<file path="config.mk">
export PLATFORM = sky130hd
export DESIGN_NAME = ownRing
export DESIGN_NICKNAME = d
export VERILOG_FILES = /design/src/rtl/ownRingPkg.sv /design/src/rtl/ownRingCtrl.sv /design/src/rtl/ownRingStore.sv /design/src/rtl/ownRing.sv
export SDC_FILE = /design/constraint.sdc
export NUM_CORES = 1
export LEC_CHECK = 0
export BUFFER_PORTS_ARGS = -buffer_cell sky130_fd_sc_hd__clkbuf_2
export CORE_ASPECT_RATIO = 2
export CORE_MARGIN = 4
export CORE_UTILIZATION = 45
export DETAILED_ROUTE_END_ITERATION = 12
export PLACE_DENSITY_LB_ADDON = 0.12
export REMOVE_ABC_BUFFERS = 1
export SLEW_MARGIN = 20
export SYNTH_ARGS = -nofsm -noshare
export SYNTH_HDL_FRONTEND = slang
export SYNTH_SLANG_ARGS = --single-unit
</file>
<file path="constraint.sdc">
create_clock -name clk -period 6.8 [get_ports clk]
set_input_delay 0 -clock clk [delete_from_list [all_inputs] [get_ports clk]]
set_output_delay 0 -clock clk [all_outputs]
set_load 0.02 [all_outputs]
</file>
<file path="src/rtl/ownRingPkg.sv">
package ownRingPkg;
  // Per-cycle commands issued by the control to the entry store
  typedef struct packed {
    logic wrEn;    // write entry at fill index
    logic ownNow;  // written entry passes to consumer immediately
    logic commit;  // pass held first entry of a packet to consumer
    logic ret;     // consumer returns head entry
  } ringStrobe_t;
endpackage

</file>
<file path="src/rtl/ownRingCtrl.sv">
module ownRingCtrl
  import ownRingPkg::*;
#(
  parameter int ENTRIES = 8,
  localparam int IDX_W = $clog2(ENTRIES),
  localparam int PTR_W = IDX_W + 1
) (
  input  logic             clk,
  input  logic             rstN,
  input  logic             postValid,
  input  logic             postSop,
  input  logic             postEop,
  input  logic             rxTake,
  input  logic             freeReclaim,
  input  logic             headOwned,
  output logic             postBusy,
  output logic             txDone,
  output logic             rxAvail,
  output logic             rxDone,
  output logic             freeAvail,
  output logic [IDX_W-1:0] fillIdx,
  output logic [IDX_W-1:0] firstIdx,
  output logic [IDX_W-1:0] recvIdx,
  output logic [IDX_W-1:0] freeIdx,
  output ringStrobe_t      strb
);
  // Pointers carry one extra lap bit so full and empty differ
  logic [PTR_W-1:0] fillPtr, freePtr, recvPtr;
  logic [PTR_W-1:0] usedCnt;
  logic [IDX_W-1:0] firstQ;
  logic postOk, takeOk, reclOk;

  assign usedCnt   = fillPtr - freePtr;
  assign postBusy  = (usedCnt == PTR_W'(ENTRIES));
  assign rxAvail   = headOwned;
  assign freeAvail = (freePtr != recvPtr);

  assign postOk = postValid && !postBusy;
  assign takeOk = rxTake && headOwned;
  assign reclOk = freeReclaim && freeAvail;

  assign fillIdx  = fillPtr[IDX_W-1:0];
  assign recvIdx  = recvPtr[IDX_W-1:0];
  assign freeIdx  = freePtr[IDX_W-1:0];
  assign firstIdx = firstQ;

  always_comb begin
    strb        = '0;
    strb.wrEn   = postOk;
    // a lone entry, or any entry past the first, is handed over at once
    strb.ownNow = !postSop || postEop;
    // the held first entry is handed over together with the last one
    strb.commit = postOk && postEop && !postSop;
    strb.ret    = takeOk;
  end

  always_ff @(posedge clk) begin
    if (!rstN) begin
      fillPtr <= '0;
      freePtr <= '0;
      recvPtr <= '0;
      firstQ  <= '0;
      txDone  <= 1'b0;
      rxDone  <= 1'b0;
    end else begin
      if (postOk) fillPtr <= fillPtr + 1'b1;
      if (postOk && postSop) firstQ <= fillIdx;
      if (takeOk) recvPtr <= recvPtr + 1'b1;
      if (reclOk) freePtr <= freePtr + 1'b1;
      txDone <= postOk && postEop;
      rxDone <= takeOk;
    end
  end


  order_chk: assert property (@(posedge clk) disable iff (!rstN)
    (usedCnt <= PTR_W'(ENTRIES)) && ((recvPtr - freePtr) <= usedCnt));


  busy_hold_chk: assert property (@(posedge clk) disable iff (!rstN)
    postValid && postBusy |=> $stable(fillPtr));


  idle_take_chk: assert property (@(posedge clk) disable iff (!rstN)
    rxTake && !rxAvail |=> $stable(recvPtr));


  idle_recl_chk: assert property (@(posedge clk) disable iff (!rstN)
    freeReclaim && !freeAvail |=> $stable(freePtr));
endmodule

</file>
<file path="src/rtl/ownRingStore.sv">
module ownRingStore
  import ownRingPkg::*;
#(
  parameter int ENTRIES = 8,
  parameter int ADDR_W  = 32,
  parameter int LEN_W   = 10,
  parameter int STAT_W  = 4,
  localparam int IDX_W = $clog2(ENTRIES)
) (
  input  logic              clk,
  input  logic              rstN,
  input  ringStrobe_t       strb,
  input  logic [IDX_W-1:0]  fillIdx,
  input  logic [IDX_W-1:0]  firstIdx,
  input  logic [IDX_W-1:0]  recvIdx,
  input  logic [IDX_W-1:0]  freeIdx,
  input  logic [ADDR_W-1:0] postAddr,
  input  logic [LEN_W-1:0]  postLen,
  input  logic [STAT_W-1:0] postStatus,
  input  logic              postSop,
  input  logic              postEop,
  input  logic [STAT_W-1:0] rxRetStatus,
  output logic              headOwned,
  output logic [ADDR_W-1:0] rxAddr,
  output logic [LEN_W-1:0]  rxLen,
  output logic [STAT_W-1:0] rxStatus,
  output logic              rxSop,
  output logic              rxEop,
  output logic [ADDR_W-1:0] freeAddr,
  output logic [STAT_W-1:0] freeStatus
);
  logic [ADDR_W-1:0] addrMem [ENTRIES];
  logic [LEN_W-1:0]  lenMem  [ENTRIES];
  logic [STAT_W-1:0] statMem [ENTRIES];
  logic [ENTRIES-1:0] sopMem, eopMem;
  logic [ENTRIES-1:0] owner;  // 1 = consumer owns the entry

  always_ff @(posedge clk) begin
    if (strb.wrEn) begin
      addrMem[fillIdx] <= postAddr;
      lenMem[fillIdx]  <= postLen;
      sopMem[fillIdx]  <= postSop;
      eopMem[fillIdx]  <= postEop;
    end
    // producer and consumer never write the same index in one cycle
    if (strb.wrEn) statMem[fillIdx] <= postStatus;
    if (strb.ret)  statMem[recvIdx] <= rxRetStatus;
  end

  generate
    for (genvar e = 0; e < ENTRIES; e++) begin : g_own
      always_ff @(posedge clk) begin
        if (!rstN) begin
          owner[e] <= 1'b0;
        end else if (strb.wrEn && fillIdx == IDX_W'(e)) begin
          owner[e] <= strb.ownNow;
        end else if (strb.commit && firstIdx == IDX_W'(e)) begin
          owner[e] <= 1'b1;
        end else if (strb.ret && recvIdx == IDX_W'(e)) begin
          owner[e] <= 1'b0;
        end
      end
    end
  endgenerate

  assign headOwned  = owner[recvIdx];
  assign rxAddr     = addrMem[recvIdx];
  assign rxLen      = lenMem[recvIdx];
  assign rxStatus   = statMem[recvIdx];
  assign rxSop      = sopMem[recvIdx];
  assign rxEop      = eopMem[recvIdx];
  assign freeAddr   = addrMem[freeIdx];
  assign freeStatus = statMem[freeIdx];


  first_held_chk: assert property (@(posedge clk) disable iff (!rstN)
    strb.commit |-> !owner[firstIdx]);


  ret_owned_chk: assert property (@(posedge clk) disable iff (!rstN)
    strb.ret |-> owner[recvIdx]);


  write_free_chk: assert property (@(posedge clk) disable iff (!rstN)
    strb.wrEn |-> !owner[fillIdx]);
endmodule

</file>
<file path="src/rtl/ownRing.sv">
module ownRing
  import ownRingPkg::*;
#(
  parameter int ENTRIES   = 8,
  parameter int ADDR_W    = 32,
  parameter int BUF_BYTES = 512,
  parameter int STAT_W    = 4,
  localparam int LEN_W = $clog2(BUF_BYTES) + 1,
  localparam int IDX_W = $clog2(ENTRIES)
) (
  input  logic              clk,
  input  logic              rstN,
  input  logic              postValid,
  input  logic [ADDR_W-1:0] postAddr,
  input  logic [LEN_W-1:0]  postLen,
  input  logic [STAT_W-1:0] postStatus,
  input  logic              postSop,
  input  logic              postEop,
  output logic              postBusy,
  output logic              txDone,
  output logic              rxAvail,
  output logic [ADDR_W-1:0] rxAddr,
  output logic [LEN_W-1:0]  rxLen,
  output logic [STAT_W-1:0] rxStatus,
  output logic              rxSop,
  output logic              rxEop,
  input  logic              rxTake,
  input  logic [STAT_W-1:0] rxRetStatus,
  output logic              rxDone,
  output logic              freeAvail,
  output logic [ADDR_W-1:0] freeAddr,
  output logic [STAT_W-1:0] freeStatus,
  input  logic              freeReclaim
);
  ringStrobe_t      strb;
  logic [IDX_W-1:0] fillIdx, firstIdx, recvIdx, freeIdx;
  logic             headOwned;

  ownRingCtrl #(.ENTRIES(ENTRIES)) u_ctrl (
    .clk(clk), .rstN(rstN),
    .postValid(postValid), .postSop(postSop), .postEop(postEop),
    .rxTake(rxTake), .freeReclaim(freeReclaim), .headOwned(headOwned),
    .postBusy(postBusy), .txDone(txDone), .rxAvail(rxAvail),
    .rxDone(rxDone), .freeAvail(freeAvail),
    .fillIdx(fillIdx), .firstIdx(firstIdx), .recvIdx(recvIdx),
    .freeIdx(freeIdx), .strb(strb)
  );

  ownRingStore #(
    .ENTRIES(ENTRIES), .ADDR_W(ADDR_W), .LEN_W(LEN_W), .STAT_W(STAT_W)
  ) u_store (
    .clk(clk), .rstN(rstN), .strb(strb),
    .fillIdx(fillIdx), .firstIdx(firstIdx), .recvIdx(recvIdx),
    .freeIdx(freeIdx),
    .postAddr(postAddr), .postLen(postLen), .postStatus(postStatus),
    .postSop(postSop), .postEop(postEop), .rxRetStatus(rxRetStatus),
    .headOwned(headOwned),
    .rxAddr(rxAddr), .rxLen(rxLen), .rxStatus(rxStatus),
    .rxSop(rxSop), .rxEop(rxEop),
    .freeAddr(freeAddr), .freeStatus(freeStatus)
  );
endmodule

</file>
==> metrics.md <==
| Metric | Value |
|---|---|
| Outcome | `completed` |
| Post-CTS Setup Inserts | `0` |
| Hold path depth | `3` |
| Critical Path RT | `6970 ps` |
| Slew headroom | `0.2722` |
| Layout area overhead | `16.86%` |
| Met1 GRT Util | `0.2262` |
| Via count | `9917` |
| DIE AREA | `0.04541 mm²` |
| Max_cap viols | `0` |
| Final Non-Filler Cells | `1712` |
| Max H-tree Level | `2` |
| Synth warnings | `0` |
| Diodes inserted | `0` |
| Synth Area per Inst | `19.90 µm²` |
| Most frequent cells in the layout | `edfxtp_1 (384), mux4_2 (167), clkbuf_2 (145)` |
| Largest net degree at the start of global routing | `57` |
| Die Wd | `152.7 µm` |
| Pre-Repair DR Iteration Count | `5` |
| # rows | `105` |
| DRT iter0 DRCs | `541` |
| Residual DRC | `0` |
| Power density cells | `349.6 mW/mm²` |
| R2R depth | `9` |
| P_sw | `2.371 mW` |
| Synth Instances | `947` |
| FMAX | `0.2498 GHz` |
| Sequential element share of the synthesized area | `0.6449` |
| Synth Register Bits | `415` |
| Hold Path End | `u_ctrl.firstIdx[0]` |
| Crit start category | `register` |
| Pint | `5.327 mW` |
| Total GRT Usage | `0.1980` |
| Hold Fails Final Rpt | `0` |
| DPL Wire Length | `27110 µm` |
| Initial Util | `0.4567` |
| Die height | `297.4 µm` |
| Clk_lat worst skew | `530 ps` |
| Wire length of the first global-routing pass | `roughly 68000 µm` |
| Max clock buf depth | `3` |
| FF-to-FF End | `u_store.lenMem[3][5]` |
| Most common cell after layout, fill and taps aside | `edfxtp_1` |
| Setup TNS | `0 ps` |
| Fin Clk Skew | `16.67 ps` |
| Met2 Resource Use GR | `0.3805` |
| Num ports | `146` |
| Vias in the first global route | `11290` |
| RSZ-0062 raised after global routing | `no` |
| Max IR drop VDD | `0.1880 mV` |
| Hold Path Class | `input port to register` |
| Worst reg2reg path startpoint | `u_ctrl.fillPtr[0]` |
| Min-delay src | `postValid` |
| Share of cells above drive strength 1 | `0.4477` |
| Sw Ratio | `0.3080` |
| R2R setup slack | `2800 ps` |
| Root Driver | `clkbuf_16` |
| Final period utilization | `0.5887` |
| Antenna-violating nets left | `0` |
| Vias per cell | `5.793` |
| Seq pwr share | `0.426` |
| Nets | `1221` |
| Clock power share | `0.277` |
| Leak Pwr | `7.117 nW` |
| Congestion Overflow GR | `0` |
| Mapped Area | `0.01884 mm²` |
| Distinct cells, synth | `between 40 and 50` |
| Comb power frac | `0.297` |
| Largest fanout on the critical path | `24` |
| CP arrival | `approximately 4200 ps` |
| Num CTS Buffers | `39` |
| Core Box Area | `0.04125 mm²` |
| GR met3 Demand/Resource | `0.02650` |
| Final setup fails | `0` |
| Worst Setup End Kind | `register` |
| CTS Sinks | `415` |
| CTS tree | `built` |
| Worst-path clk slew | `70 ps` |
| Post-Route WL | `approximately 45000 µm` |
| Minimum clock period | `4003 ps` |
| Placer Congestion | `0.8403` |
| Wire per inst | `approximately 26 µm` |
| Most used routing layer | `met2` |
| Worst setup path class | `register to register` |
| IO buf count | `145` |
| Worst-margin pin slew | `1078 ps` |
| Placed Cells | `1583` |
| Max-slew violations | `0` |
| Initial antenna violation count | `0` |
==> area by class of cell <==
type | count | area, µm²
well taps | 535 | 669.4
clock buffers | 48 | 1052
flip-flops and latches | 415 | 12170
inverters | 14 | 52.55
fillers | 3333 | 19230
clock inverters | 22 | 187.7
multi-input cells | 456 | 6436
repair buffers | 222 | 1451
==> layer usage <==
| layer | routed length (µm) | up-vias |
|---|---|---|
| li1 | - | 4352 |
| met1 | 16250 | 5243 |
| met2 | 25360 | 249 |
| met3 | 1703 | 73 |
| met4 | 1213 | 0 |
| met5 | 0 | - |
==> stage by stage <==
stage | util | instance area, µm² | total power, mW | hold WS, ps | setup slack (ps)
2_1_floorplan | - | 18580 | 4.916 | 98.87 | 1300
3_3_place_gp | 0.4894 | 20190 | 5.637 | 279.3 | 2924
3_5_place_dp | 0.4894 | 20190 | 5.651 | 284.1 | 2772
4_1_cts | 0.5338 | 22020 | 7.824 | 0.4673 | 2740
5_1_grt | 0.5338 | 22020 | 8.062 | 13.15 | 2541
6_report | 0.5338 | 22020 | 7.697 | 6.691 | 2797
==> registers in the layout, summed over array words and instances (netlist names), named ones only <==
register / count
u_store.owner: 8
u_ctrl.rxDone: 1
u_store.addrMem: 256
u_ctrl.fillPtr: 4
u_store.statMem: 32
u_ctrl.freePtr: 4
u_ctrl.txDone: 1
u_store.sopMem: 8
u_store.lenMem: 80
u_ctrl.recvPtr: 4
u_ctrl.firstIdx: 3
u_store.eopMem: 8
==> kinds of logic (layout without fill, tap and decap cells) <==
kind of cell,count (synthesis),after routing,share of synthesized area
compound gates,41,41,0.01441
xor+xnor,12,12,0.005578
fa+ha+maj,16,16,0.01062
buf+inv,76,306,0.01680
flops,415,415,0.6449
mux,294,294,0.2772
simple gates,93,93,0.03048
==> cells in the mapped netlist <==
master / count / area share
edfxtp_1: 384 / 0.61
mux4_2: 167 / 0.20
mux2_2: 110 / 0.066
nand2_1: 34 / 0.0068
clkbuf_1: 33 / 0.0066
dfxtp_1: 31 / 0.033
buf_1: 24 / 0.0048
ha_1: 16 / 0.011
inv_1: 11 / 0.0022
mux2i_1: 11 / 0.0058
nor2_1: 11 / 0.0022
o21ai_0: 11 / 0.0029
xnor2_1: 11 / 0.0051
and2_1: 10 / 0.0033
a31oi_1: 8 / 0.0027
nand4_4: 7 / 0.0079
nor3_1: 7 / 0.0019
a21oi_1: 6 / 0.0016
a2bb2oi_1: 6 / 0.0028
nand2b_1: 5 / 0.0017
buf_6: 4 / 0.0024
mux2_4: 4 / 0.0032
nor2b_1: 4 / 0.0013
and3_1: 3 / 0.0010
nand3_1: 3 / 0.00080
inv_2: 2 / 0.00040
mux4_1: 2 / 0.0028
nand3b_1: 2 / 0.00080
nor3b_1: 2 / 0.00080
o22ai_1: 2 / 0.00066
o311a_1: 2 / 0.0011
o31ai_1: 2 / 0.00080
or2_2: 2 / 0.00066
buf_2: 1 / 0.00027
clkinv_1: 1 / 0.00020
nand4_1: 1 / 0.00033
o211a_1: 1 / 0.00053
o2bb2ai_1: 1 / 0.00046
o311ai_0: 1 / 0.00046
o41ai_1: 1 / 0.00046
or3b_2: 1 / 0.00046
or4_4: 1 / 0.00060
xor2_1: 1 / 0.00046
==> worst max-delay path, stage by stage, from the launching register on <==
cell	delay, ps
dfxtp_1	620
inv_1	240
ha_1	260
nor2b_1	140
xnor2_1	280
o41ai_2	130
buf_4	220
nand2b_1	380
nor2_4	780
buf_4	540
==> power by group through the flow <==
stage | Combinational [mW] | Sequential [mW] | Clock (mW)
after floorplan | 1.54 | 3.37 | 0
after global placement | 2.31 | 3.32 | 0
after detailed placement | 2.31 | 3.34 | 0
after CTS | 2.35 | 3.29 | 2.19
after global routing | 2.46 | 3.31 | 2.29
final | 2.29 | 3.28 | 2.13
==> timing repair <==
action | CTS | global route
hold buffers | 59 | 0
gates resized for setup | 0 | 0
setup endpoints to repair | 0 | 0
hold endpoints to repair | 397 | 0
==> worst max path at each step <==
| stage | endpoint | cells after the start | startpoint |
|---|---|---|---|
| 3_3_place_gp | u_store.addrMem[3][27] | 9 | u_ctrl.fillPtr[0] |
| 5_1_grt | u_store.lenMem[3][5] | 9 | u_ctrl.fillPtr[0] |
| 4_1_cts | u_store.lenMem[3][3] | 9 | u_ctrl.fillPtr[0] |
| 3_5_place_dp | u_store.addrMem[3][17] | 9 | u_ctrl.fillPtr[0] |
| 2_1_floorplan | u_store.addrMem[4][0] | 7 | u_ctrl.fillPtr[0] |
| 6_report | u_store.lenMem[3][5] | 9 | u_ctrl.fillPtr[0] |
Note: power is estimated with default switching activity, not from simulation.
